**config.mk**
```make
export PLATFORM = sky130hd
export DESIGN_NAME = wegate_cfg_regs
export DESIGN_NICKNAME = d
export VERILOG_FILES = /design/src/rtl/wegate_cfg_pkg.sv /design/src/rtl/wegate_cfg_ctrl.sv /design/src/rtl/wegate_cfg_dpath.sv /design/src/rtl/wegate_cfg_por.sv /design/src/rtl/wegate_cfg_regs.sv
export SDC_FILE = /design/constraint.sdc
export NUM_CORES = 1
export LEC_CHECK = 0
export BUFFER_PORTS_ARGS = -buffer_cell sky130_fd_sc_hd__buf_2
export CORE_ASPECT_RATIO = 0.5
export CORE_MARGIN = 3
export CORE_UTILIZATION = 50
export DETAILED_ROUTE_END_ITERATION = 7
export PLACE_DENSITY = 0.69
export SLEW_MARGIN = 10
export SYNTH_ARGS = -nofsm -noshare
export SYNTH_HDL_FRONTEND = slang
export SYNTH_SLANG_ARGS = --single-unit
```
**constraint.sdc**
```tcl
create_clock -name clk -period 3.45 [get_ports clk]
set_clock_uncertainty 0.2 [all_clocks]
set_input_delay 0.1725 -clock clk [delete_from_list [all_inputs] [get_ports clk]]
set_output_delay 0.1725 -clock clk [all_outputs]
set_load 0.01 [all_outputs]
```
**src/rtl/wegate_cfg_pkg.sv**
```systemverilog
`timescale 1ns/1ps
package wegate_cfg_pkg;

  // Strobes from control to datapath when a pending write is committed.
  typedef struct packed {
    logic ctrlWr;  // store data byte into the control register
    logic memWr;   // store data byte into a general register
  } commitStb_t;

  // Classification of a received byte.
  typedef enum logic [1:0] {
    KIND_NONE  = 2'd0,
    KIND_SET   = 2'd1,  // exact latch-open pattern to the control address
    KIND_CLEAR = 2'd2,  // exact latch-close pattern to the control address
    KIND_DATA  = 2'd3   // anything else
  } wrKind_e;

endpackage

```
**src/rtl/wegate_cfg_ctrl.sv**
```systemverilog
`timescale 1ns/1ps
module wegate_cfg_ctrl
  import wegate_cfg_pkg::*;
#(
  parameter int ADDR_W = 8,
  parameter int DATA_W = 8,
  parameter logic [ADDR_W-1:0] CTRL_ADDR = '1,
  parameter int WE_BIT = 1
) (
  input  logic              clk,
  input  logic              rstN,
  input  logic              txStart,
  input  logic              txStop,
  input  logic              byteValid,
  input  logic [ADDR_W-1:0] wrAddr,
  input  logic [DATA_W-1:0] wrData,
  output logic              ackOut,
  output logic              weLatch,
  output commitStb_t        stb,
  output logic [ADDR_W-1:0] cmtAddr,
  output logic [DATA_W-1:0] cmtData
);

  localparam logic [DATA_W-1:0] SET_PAT = DATA_W'(1) << WE_BIT;

  wrKind_e           inKind;
  wrKind_e           pendKind;
  logic              pendValid;
  logic [ADDR_W-1:0] pendAddr;
  logic [DATA_W-1:0] pendData;
  logic              hitCtrl;
  logic              accept;
  logic              doCommit;
  logic              latchQ;

  // Classify the incoming byte and decide whether it is accepted.
  always_comb begin
    hitCtrl = (wrAddr == CTRL_ADDR);
    if (hitCtrl && wrData == SET_PAT)   inKind = KIND_SET;
    else if (hitCtrl && wrData == '0)   inKind = KIND_CLEAR;
    else                                inKind = KIND_DATA;
    accept   = (inKind != KIND_DATA) || latchQ;
    doCommit = txStop && pendValid;
  end

  // Pending write capture and acknowledge.
  always_ff @(posedge clk or negedge rstN) begin
    if (!rstN) begin
      pendValid <= 1'b0;
      pendKind  <= KIND_NONE;
      pendAddr  <= '0;
      pendData  <= '0;
      ackOut    <= 1'b0;
    end else begin
      ackOut <= byteValid && accept;
      if (txStart || doCommit) pendValid <= 1'b0;
      if (byteValid) begin
        pendValid <= accept;
        pendKind  <= inKind;
        pendAddr  <= wrAddr;
        pendData  <= wrData;
      end
    end
  end

  // Volatile write-enable latch, changed only by committed patterns.
  always_ff @(posedge clk or negedge rstN) begin
    if (!rstN) begin
      latchQ <= 1'b0;
    end else if (doCommit) begin
      if (pendKind == KIND_SET)        latchQ <= 1'b1;
      else if (pendKind == KIND_CLEAR) latchQ <= 1'b0;
    end
  end

  always_comb begin
    stb.ctrlWr = doCommit && (pendKind == KIND_DATA) && (pendAddr == CTRL_ADDR);
    stb.memWr  = doCommit && (pendKind == KIND_DATA) && (pendAddr != CTRL_ADDR);
    cmtAddr    = pendAddr;
    cmtData    = pendData;
    weLatch    = latchQ;
  end

endmodule

```
**src/rtl/wegate_cfg_dpath.sv**
```systemverilog
`timescale 1ns/1ps
module wegate_cfg_dpath
  import wegate_cfg_pkg::*;
#(
  parameter int ADDR_W = 8,
  parameter int DATA_W = 8,
  parameter int NUM_REGS = 4,
  parameter logic [ADDR_W-1:0] CTRL_ADDR = '1,
  parameter int WE_BIT = 1,
  parameter int PUP_LSB = 4,
  parameter logic [1:0] PUP_RESET = 2'b01
) (
  input  logic              clk,
  input  logic              rstN,
  input  commitStb_t        stb,
  input  logic [ADDR_W-1:0] cmtAddr,
  input  logic [DATA_W-1:0] cmtData,
  input  logic              weLatch,
  input  logic [ADDR_W-1:0] rdAddr,
  output logic [DATA_W-1:0] rdData,
  output logic [1:0]        pupSel
);

  localparam logic [DATA_W-1:0] WE_MASK   = DATA_W'(1) << WE_BIT;
  localparam logic [DATA_W-1:0] CTRL_INIT = DATA_W'(PUP_RESET) << PUP_LSB;

  logic [DATA_W-1:0] ctrlStore;
  logic [DATA_W-1:0] ctrlView;
  logic [DATA_W-1:0] regFile [NUM_REGS];

  // Control register: the enable bit position is never stored.
  always_ff @(posedge clk or negedge rstN) begin
    if (!rstN)           ctrlStore <= CTRL_INIT;
    else if (stb.ctrlWr) ctrlStore <= cmtData & ~WE_MASK;
  end

  // General registers.
  always_ff @(posedge clk or negedge rstN) begin
    if (!rstN) begin
      for (int i = 0; i < NUM_REGS; i++) regFile[i] <= '0;
    end else if (stb.memWr) begin
      for (int i = 0; i < NUM_REGS; i++)
        if (cmtAddr == ADDR_W'(i)) regFile[i] <= cmtData;
    end
  end

  always_comb begin
    ctrlView         = ctrlStore;
    ctrlView[WE_BIT] = weLatch;
    pupSel           = ctrlStore[PUP_LSB +: 2];
  end

  always_comb begin
    rdData = '0;
    if (rdAddr == CTRL_ADDR) rdData = ctrlView;
    for (int i = 0; i < NUM_REGS; i++)
      if (rdAddr == ADDR_W'(i)) rdData = regFile[i];
  end

endmodule

```
**src/rtl/wegate_cfg_por.sv**
```systemverilog
`timescale 1ns/1ps
module wegate_cfg_por #(
  parameter int unsigned DLY0 = 50000,
  parameter int unsigned DLY1 = 200000,
  parameter int unsigned DLY2 = 400000,
  parameter int unsigned DLY3 = 800000
) (
  input  logic       clk,
  input  logic       rstN,
  input  logic [1:0] pupSel,
  output logic       porOut
);

  localparam int unsigned MAX01 = (DLY0 > DLY1) ? DLY0 : DLY1;
  localparam int unsigned MAX23 = (DLY2 > DLY3) ? DLY2 : DLY3;
  localparam int unsigned DMAX  = (MAX01 > MAX23) ? MAX01 : MAX23;
  localparam int CNT_W = $clog2(DMAX + 1);

  logic [CNT_W-1:0] cnt;
  logic [CNT_W-1:0] limit;
  logic             done;

  // Last count value of the hold for the current code.
  always_comb begin
    unique case (pupSel)
      2'b00:   limit = CNT_W'(DLY0 - 1);
      2'b01:   limit = CNT_W'(DLY1 - 1);
      2'b10:   limit = CNT_W'(DLY2 - 1);
      default: limit = CNT_W'(DLY3 - 1);
    endcase
  end

  // Count once per edge; stop for good once the hold has elapsed.
  always_ff @(posedge clk or negedge rstN) begin
    if (!rstN) begin
      cnt  <= '0;
      done <= 1'b0;
    end else if (!done) begin
      if (cnt >= limit) done <= 1'b1;
      cnt <= cnt + 1'b1;
    end
  end

  assign porOut = !done;

endmodule

```
**src/rtl/wegate_cfg_regs.sv**
```systemverilog
`timescale 1ns/1ps
module wegate_cfg_regs
  import wegate_cfg_pkg::*;
#(
  parameter int ADDR_W = 8,
  parameter int DATA_W = 8,
  parameter int NUM_REGS = 4,
  parameter logic [ADDR_W-1:0] CTRL_ADDR = '1,
  parameter int WE_BIT = 1,
  parameter int PUP_LSB = 4,
  parameter logic [1:0] PUP_RESET = 2'b01,
  parameter int unsigned DLY0 = 50000,
  parameter int unsigned DLY1 = 200000,
  parameter int unsigned DLY2 = 400000,
  parameter int unsigned DLY3 = 800000
) (
  input  logic              clk,
  input  logic              rstN,
  input  logic              txStart,
  input  logic              txStop,
  input  logic              byteValid,
  input  logic [ADDR_W-1:0] wrAddr,
  input  logic [DATA_W-1:0] wrData,
  output logic              ackOut,
  input  logic [ADDR_W-1:0] rdAddr,
  output logic [DATA_W-1:0] rdData,
  output logic              weLatch,
  output logic              porOut
);

  commitStb_t        stb;
  logic [ADDR_W-1:0] cmtAddr;
  logic [DATA_W-1:0] cmtData;
  logic [1:0]        pupSel;

  wegate_cfg_ctrl #(
    .ADDR_W(ADDR_W), .DATA_W(DATA_W), .CTRL_ADDR(CTRL_ADDR), .WE_BIT(WE_BIT)
  ) u_ctrl (
    .clk(clk), .rstN(rstN), .txStart(txStart), .txStop(txStop),
    .byteValid(byteValid), .wrAddr(wrAddr), .wrData(wrData),
    .ackOut(ackOut), .weLatch(weLatch), .stb(stb),
    .cmtAddr(cmtAddr), .cmtData(cmtData)
  );

  wegate_cfg_dpath #(
    .ADDR_W(ADDR_W), .DATA_W(DATA_W), .NUM_REGS(NUM_REGS),
    .CTRL_ADDR(CTRL_ADDR), .WE_BIT(WE_BIT), .PUP_LSB(PUP_LSB),
    .PUP_RESET(PUP_RESET)
  ) u_dpath (
    .clk(clk), .rstN(rstN), .stb(stb), .cmtAddr(cmtAddr),
    .cmtData(cmtData), .weLatch(weLatch), .rdAddr(rdAddr),
    .rdData(rdData), .pupSel(pupSel)
  );

  wegate_cfg_por #(
    .DLY0(DLY0), .DLY1(DLY1), .DLY2(DLY2), .DLY3(DLY3)
  ) u_por (
    .clk(clk), .rstN(rstN), .pupSel(pupSel), .porOut(porOut)
  );

endmodule

```
==> flow_metrics.env, run 1 <==
export IMPL_seqCellArea_um2=2030
export IMPL_drt_iter0_drc=206
export IMPL_cts_tree="done"
export IMPL_cts_clk_slew_worst_paths_ns=0.06
export IMPL_final_max_slew_viol_count=0
export IMPL_avgViaCountPerCell=5.58
export IMPL_syn_area_um2=4050
export IMPL_fmax_ghz=0.401
export IMPL_crit_fanout=6
export IMPL_areaGrowthSynthToFinish_pct=19.0
export IMPL_status="finished clean"
export IMPL_drive_above_1_share=0.300
export IMPL_yosys_warnings=0
export IMPL_worst_slew_pin_transition_ns=1.01
export IMPL_synth_top_area_frac=0.494
export IMPL_finalHoldViolations=0
export IMPL_grt_overflow_total=0
export IMPL_antenna_found_initial=0
export IMPL_dp_final_hpwl_mm=5.87
export IMPL_synth_seq_cells=81
export IMPL_synth_largest_area_cell="dfrtp_1"
export IMPL_final_cell_mix="80 x dfrtp_1, 57 x mux2_2, 38 x buf_2, 26 x nand2_1, 24 x ha_1"
export IMPL_mostFrequentLayoutCell="dfrtp_1"
export IMPL_fp_dieW_um=133
export IMPL_grt_pass1_wl_mm=14.8
export IMPL_period_share=0.723
export IMPL_arrival_ns=2.52
export IMPL_routed_wl_mm=8.57
export IMPL_setup_tns_ns=0
export IMPL_num_vias=2875
export IMPL_rsz0062_at_grt="no"
export IMPL_gp_congestion=0.768
export IMPL_syn_nets=392
export IMPL_drt_pass1_iter_count=4
export IMPL_num_io_pins=40
export IMPL_worstPathRequired_ns=3.47
export IMPL_hold_class="in -> reg"
export IMPL_ir_drop_mv=0.260
export IMPL_num_fill_cells=584
export IMPL_ys_seq_area_frac=0.500
export IMPL_endpoint_kind="flip-flop"
export IMPL_ant_nets=0
export IMPL_crit_path_start_kind="flip-flop"
export IMPL_powerDensity_nw_per_um2=416
export IMPL_grt_max_degree=82
export IMPL_insertion_delay_ns=0.34
export IMPL_p_leak_nw=2.31
export IMPL_max_slew_margin=0.329
export IMPL_yosysUniqueCellTypes=44
export IMPL_die_h_um=69.7
export IMPL_syn_area_per_cell_um2=12.0
export IMPL_dieArea_um2=9290
export IMPL_maxCapViolations=0
export IMPL_setup_violations=0
export IMPL_clock_root_buffer="clkbuf_16"
export IMPL_cts_buffers=9
export IMPL_critical_path_class="reg -> reg"
export IMPL_finalCriticalPeriod_ns=2.49
export IMPL_post_dp_cell_area_um2=4360
export IMPL_wire_per_inst_um=16.6
export IMPL_htreeDepth=3
export IMPL_final_nets=455
export IMPL_io_buffers=39
export IMPL_clockBufferDepth=2
export IMPL_post_route_cell_area_um2=4820
export IMPL_core_area_um2=7600
export IMPL_multi_input_area_um2=1940
export IMPL_grt_pass1_vias=3067
export IMPL_grt_usage=0.202
export IMPL_diodes=0
export IMPL_initial_utilization=0.533
export IMPL_yosys_top_cells_area="dfrtp_1 49%, mux2_2 16%, ha_1 7.4%"
export IMPL_num_rows=22
export IMPL_clock_sinks=81
export IMPL_drcViolationCount=0
export IMPL_syn_inst=339
-- path summary, 6_finish.rpt --
kind	startpoint	to	slack, ns	depth (start not counted)
worst max-delay path	u_dpath.ctrlStore[5]	u_por.done	0.96	8
worst min-delay path	txStart	u_ctrl.pendValid	0.05	3
worst max register to register	u_dpath.ctrlStore[5]	u_por.done	0.96	8
worst min register to register	u_por.cnt[19]	u_por.cnt[19]	0.29	1
max in group asynchronous	rstN	u_dpath.regFile[8]	2.05	2
min in group asynchronous	rstN	u_por.cnt[12]	0.33	2
-- kinds of logic after synthesis --
logic type / Yosys count / synth area share
simple gates: 92 / 0.133
flops: 81 / 0.500
compound gates: 45 / 0.0716
fa+ha+maj: 24 / 0.0741
xor+xnor: 19 / 0.0411
buf+inv: 21 / 0.0216
mux: 57 / 0.158
-- synth_stat cells, drive strengths merged --
library cell	number
a211oi	1
a21o	2
a21oi	12
a221oi	1
a22o	6
a22oi	6
a31oi	2
and2	1
and3	4
and4b	2
buf	4
dfrtp	80
dfstp	1
ha	24
inv	17
mux2	57
nand2	26
nand2b	2
nand3	9
nand4	12
nand4b	1
nor2	15
nor2b	3
nor3	8
nor4	3
nor4b	2
o211ai	1
o21a	1
o21ai	10
o221ai	2
o22ai	1
or2	1
or3	1
or4	2
xnor2	15
xor2	4
-- stage by stage --
step	hold slack (ns)	setup slack, ns	instances	total power, mW	utilization
after floorplan	-0.323	1.15	339	1.04	-
after global placement	0.179	1.06	482	1.09	0.574
after detailed placement	0.197	0.940	482	1.09	0.574
after CTS	0.0429	0.941	515	2.03	0.635
after global routing	0.0407	0.782	515	2.09	0.635
final	0.0484	0.956	515	2.01	0.635
-- flip-flops by register name (all words and copies together) (netlist names) --
signal             count
u_ctrl.pendKind        2
u_ctrl.ackOut          1
u_dpath.ctrlStore      7
u_por.done             1
u_ctrl.pendValid       1
u_dpath.regFile       32
u_ctrl.cmtAddr         8
u_ctrl.cmtData         8
u_por.cnt             20
u_ctrl.weLatch         1
-- critical path, stage by stage (launching register included) --
cell      delay, ns
dfrtp_1        0.44
inv_1          0.19
ha_1           0.25
inv_1          0.09
ha_1           0.29
and3_1         0.19
a221oi_1       0.30
o211ai_1       0.12
or3_1          0.31
-- where the power goes --
| part | internal [mW] | leakage [nW] | switching, mW | total, mW |
|---|---|---|---|---|
| combinational | 0.0466 | 1.10 | 0.0499 | 0.0965 |
| clock | 0.517 | 0.145 | 0.400 | 0.916 |
| sequential | 0.969 | 1.06 | 0.0249 | 0.994 |
| total | 1.53 | 2.31 | 0.475 | 2.01 |
-- routing by layer --
metal	GRT usage	routed length, µm	vias up	part of all wire
li1	-	-	1359	-
met1	0.244	3700	1447	0.43
met2	0.347	4430	54	0.52
met3	0.0623	302	15	0.035
met4	0.0661	138	0	0.016
met5	0	0	-	0
-- layout make-up --
type / instances / share of cell area
Clock buffer: 10 / 0.0496
Clock inverter: 6 / 0.0106
Inverter: 17 / 0.0132
Multi-Input combinational cell: 237 / 0.402
Sequential cell: 81 / 0.421
Tap cell: 108 / 0.0280
Timing Repair Buffer: 56 / 0.0763
-- what timing repair did --
| item | in CTS | in global routing |
|---|---|---|
| hold buffers | 17 | 0 |
| hold endpoints to repair | 98 | 0 |
| buffers inserted | 0 | 0 |
| gates resized for setup | 0 | 0 |
Power figures use the tool's default switching activity.
==> run 2: changes to the inputs <==
clock period = 2.55 ns   (was 3.45 ns; I/O delays follow)
==> flow_metrics.env, run 2 (synthesis results as in run 1) <==
export IMPL_seqPwrFrac=0.506
export IMPL_ir_drop_mv=0.367
export IMPL_setup_slack_ns=0.124
export IMPL_num_io_pins=40
export IMPL_power_switching_uw=618
export IMPL_setup_violations=0
export IMPL_clockBufferDepth=2
export IMPL_ant_nets=0
export IMPL_drive_above_1_share=0.312
export IMPL_worstPathRequired_ns=2.56
export IMPL_rsz0062_at_grt="no"
export IMPL_avgViaCountPerCell=5.44
export IMPL_clock_root_buffer="clkbuf_16"
export IMPL_wire_per_inst_um=16.0
export IMPL_critical_path_class="reg -> reg"
export IMPL_p_sw_frac=0.233
export IMPL_initial_utilization=0.533
export IMPL_post_place_ws_ns=0.0318
export IMPL_post_route_cell_area_um2=4860
export IMPL_core_area_um2=7600
export IMPL_p_leak_nw=2.32
export IMPL_max_stage_delay_ns=0.56
export IMPL_grt_pass1_wl_mm=14.3
export IMPL_diodes=0
export IMPL_arrival_ns=2.44
export IMPL_finalCriticalPeriod_ns=2.43
export IMPL_cp_common_cell="inv_1"
export IMPL_final_nets=461
export IMPL_cts_clk_slew_worst_paths_ns=0.06
export IMPL_die_h_um=69.7
export IMPL_htreeDepth=3
export IMPL_final_cell_mix="80 x dfrtp_1, 57 x mux2_2, 38 x buf_2, 26 x nand2_1, 23 x ha_1"
export IMPL_mostFrequentLayoutCell="dfrtp_1"
export IMPL_fmax_ghz=0.412
export IMPL_period_share=0.951
export IMPL_hold_class="in -> reg"
export IMPL_grt_overflow_total=0
export IMPL_maxCapViolations=0
export IMPL_drt_pass1_iter_count=4
export IMPL_grt_usage=0.195
export IMPL_critPathBufInv=2
export IMPL_cts_tree="done"
export IMPL_combPwrFrac=0.050
export IMPL_pwr_share_clk=0.443
export IMPL_dp_final_hpwl_mm=5.85
export IMPL_num_rows=22
export IMPL_insertion_delay_ns=0.34
export IMPL_setup_tns_ns=0
export IMPL_status="finished clean"
export IMPL_areaGrowthSynthToFinish_pct=19.9
export IMPL_grt_pass1_vias=3042
export IMPL_clock_sinks=81
export IMPL_drcViolationCount=0
export IMPL_dieArea_um2=9290
export IMPL_reg_top3="u_dpath.regFile x32, u_por.cnt x20"
export IMPL_crit_fanout=4
export IMPL_crit_chain="inv_1 -> ha_2 -> inv_1 -> ha_1 -> and3_1 -> a221oi_1 -> o211ai_1 -> or3_1"
export IMPL_internal_power_mw=2.04
export IMPL_grt_max_degree=82
export IMPL_routed_wl_mm=8.31
export IMPL_power_mw=2.65
export IMPL_max_slew_margin=0.337
export IMPL_endpoint_kind="flip-flop"
export IMPL_antenna_found_initial=0
export IMPL_top_register="u_dpath.regFile"
export IMPL_final_max_slew_viol_count=0
export IMPL_crit_path_start_kind="flip-flop"
export IMPL_drt_iter0_drc=229
export IMPL_io_buffers=39
export IMPL_crit_family="flip-flops"
export IMPL_fp_dieW_um=133
export IMPL_num_vias=2836
export IMPL_powerDensity_nw_per_um2=546
export IMPL_post_dp_cell_area_um2=4390
export IMPL_cp_slowest_cell="dfstp_2"
export IMPL_largest_reg_flops=32
export IMPL_gp_congestion=0.783
export IMPL_cts_buffers=9
export IMPL_finalHoldViolations=0
export IMPL_worst_slew_pin_transition_ns=0.994
[run 2: cell types whose count changed in the layout (fill, tap and decap cells not counted), sizes merged]
cell and delta:
buf +5, clkinv -1, inv -1, clkinvlp +2
dlygate4sd3 +1
[run 2: layout make-up]
type / instances / area, µm²
Fill cell: 595 / 2740
Sequential cell: 81 / 2030
Multi-Input combinational cell: 237 / 1940
Timing Repair Buffer: 62 / 415
Clock buffer: 10 / 229
Tap cell: 108 / 135
Inverter: 17 / 63.8
Clock inverter: 6 / 42.5
[run 2: power by group through the flow]
stage	clock (mW)	sequential, mW	combinational [mW]
floorplan	0	1.36	0.0480
detailed placement	0	1.37	0.113
global placement	0	1.36	0.109
global route	1.27	1.35	0.149
CTS	1.21	1.34	0.134
finish	1.18	1.34	0.134
[run 2: stage by stage]
step           instances  utilization  hold WS, ns
4_1_cts              519        0.636      0.00106
6_report             521        0.639       0.0256
3_5_place_dp         486        0.578        0.151
5_1_grt              521        0.639       0.0214
3_3_place_gp         486        0.578        0.135
2_1_floorplan        339            -       -0.368
[run 2: worst min-delay path: stages]
cell     delay, ns
buf_2         0.10
nand2_1       0.05
nor2_1        0.10
mux2_2        0.16
[run 2: final timing paths]
kind / slack, ns / start / to / depth (start not counted)
hold reg to reg: 0.29 / u_por.cnt[19] / u_por.cnt[19] / 1
max in group asynchronous: 1.22 / rstN / u_ctrl.cmtAddr[0] / 2
setup / recovery: 0.12 / u_dpath.ctrlStore[4] / u_por.done / 8
min in group asynchronous: 0.30 / rstN / u_por.cnt[10] / 2
hold / removal: 0.03 / txStop / u_ctrl.weLatch / 4
setup reg to reg: 0.12 / u_dpath.ctrlStore[4] / u_por.done / 8
[run 2: metal layers]
metal / up-vias / track usage / wire (µm)
li1: 1368 / - / -
met1: 1410 / 0.244 / 3830
met2: 49 / 0.327 / 4060
met3: 9 / 0.0659 / 357
met4: 0 / 0.0513 / 63
met5: - / 0 / 0
[run 2: what timing repair did]
action,in CTS,in global routing
resized for setup,0,3
buffers inserted,0,1
hold endpoints to repair,98,1
endpoints found under the setup margin,0,1
hold buffers,17,1
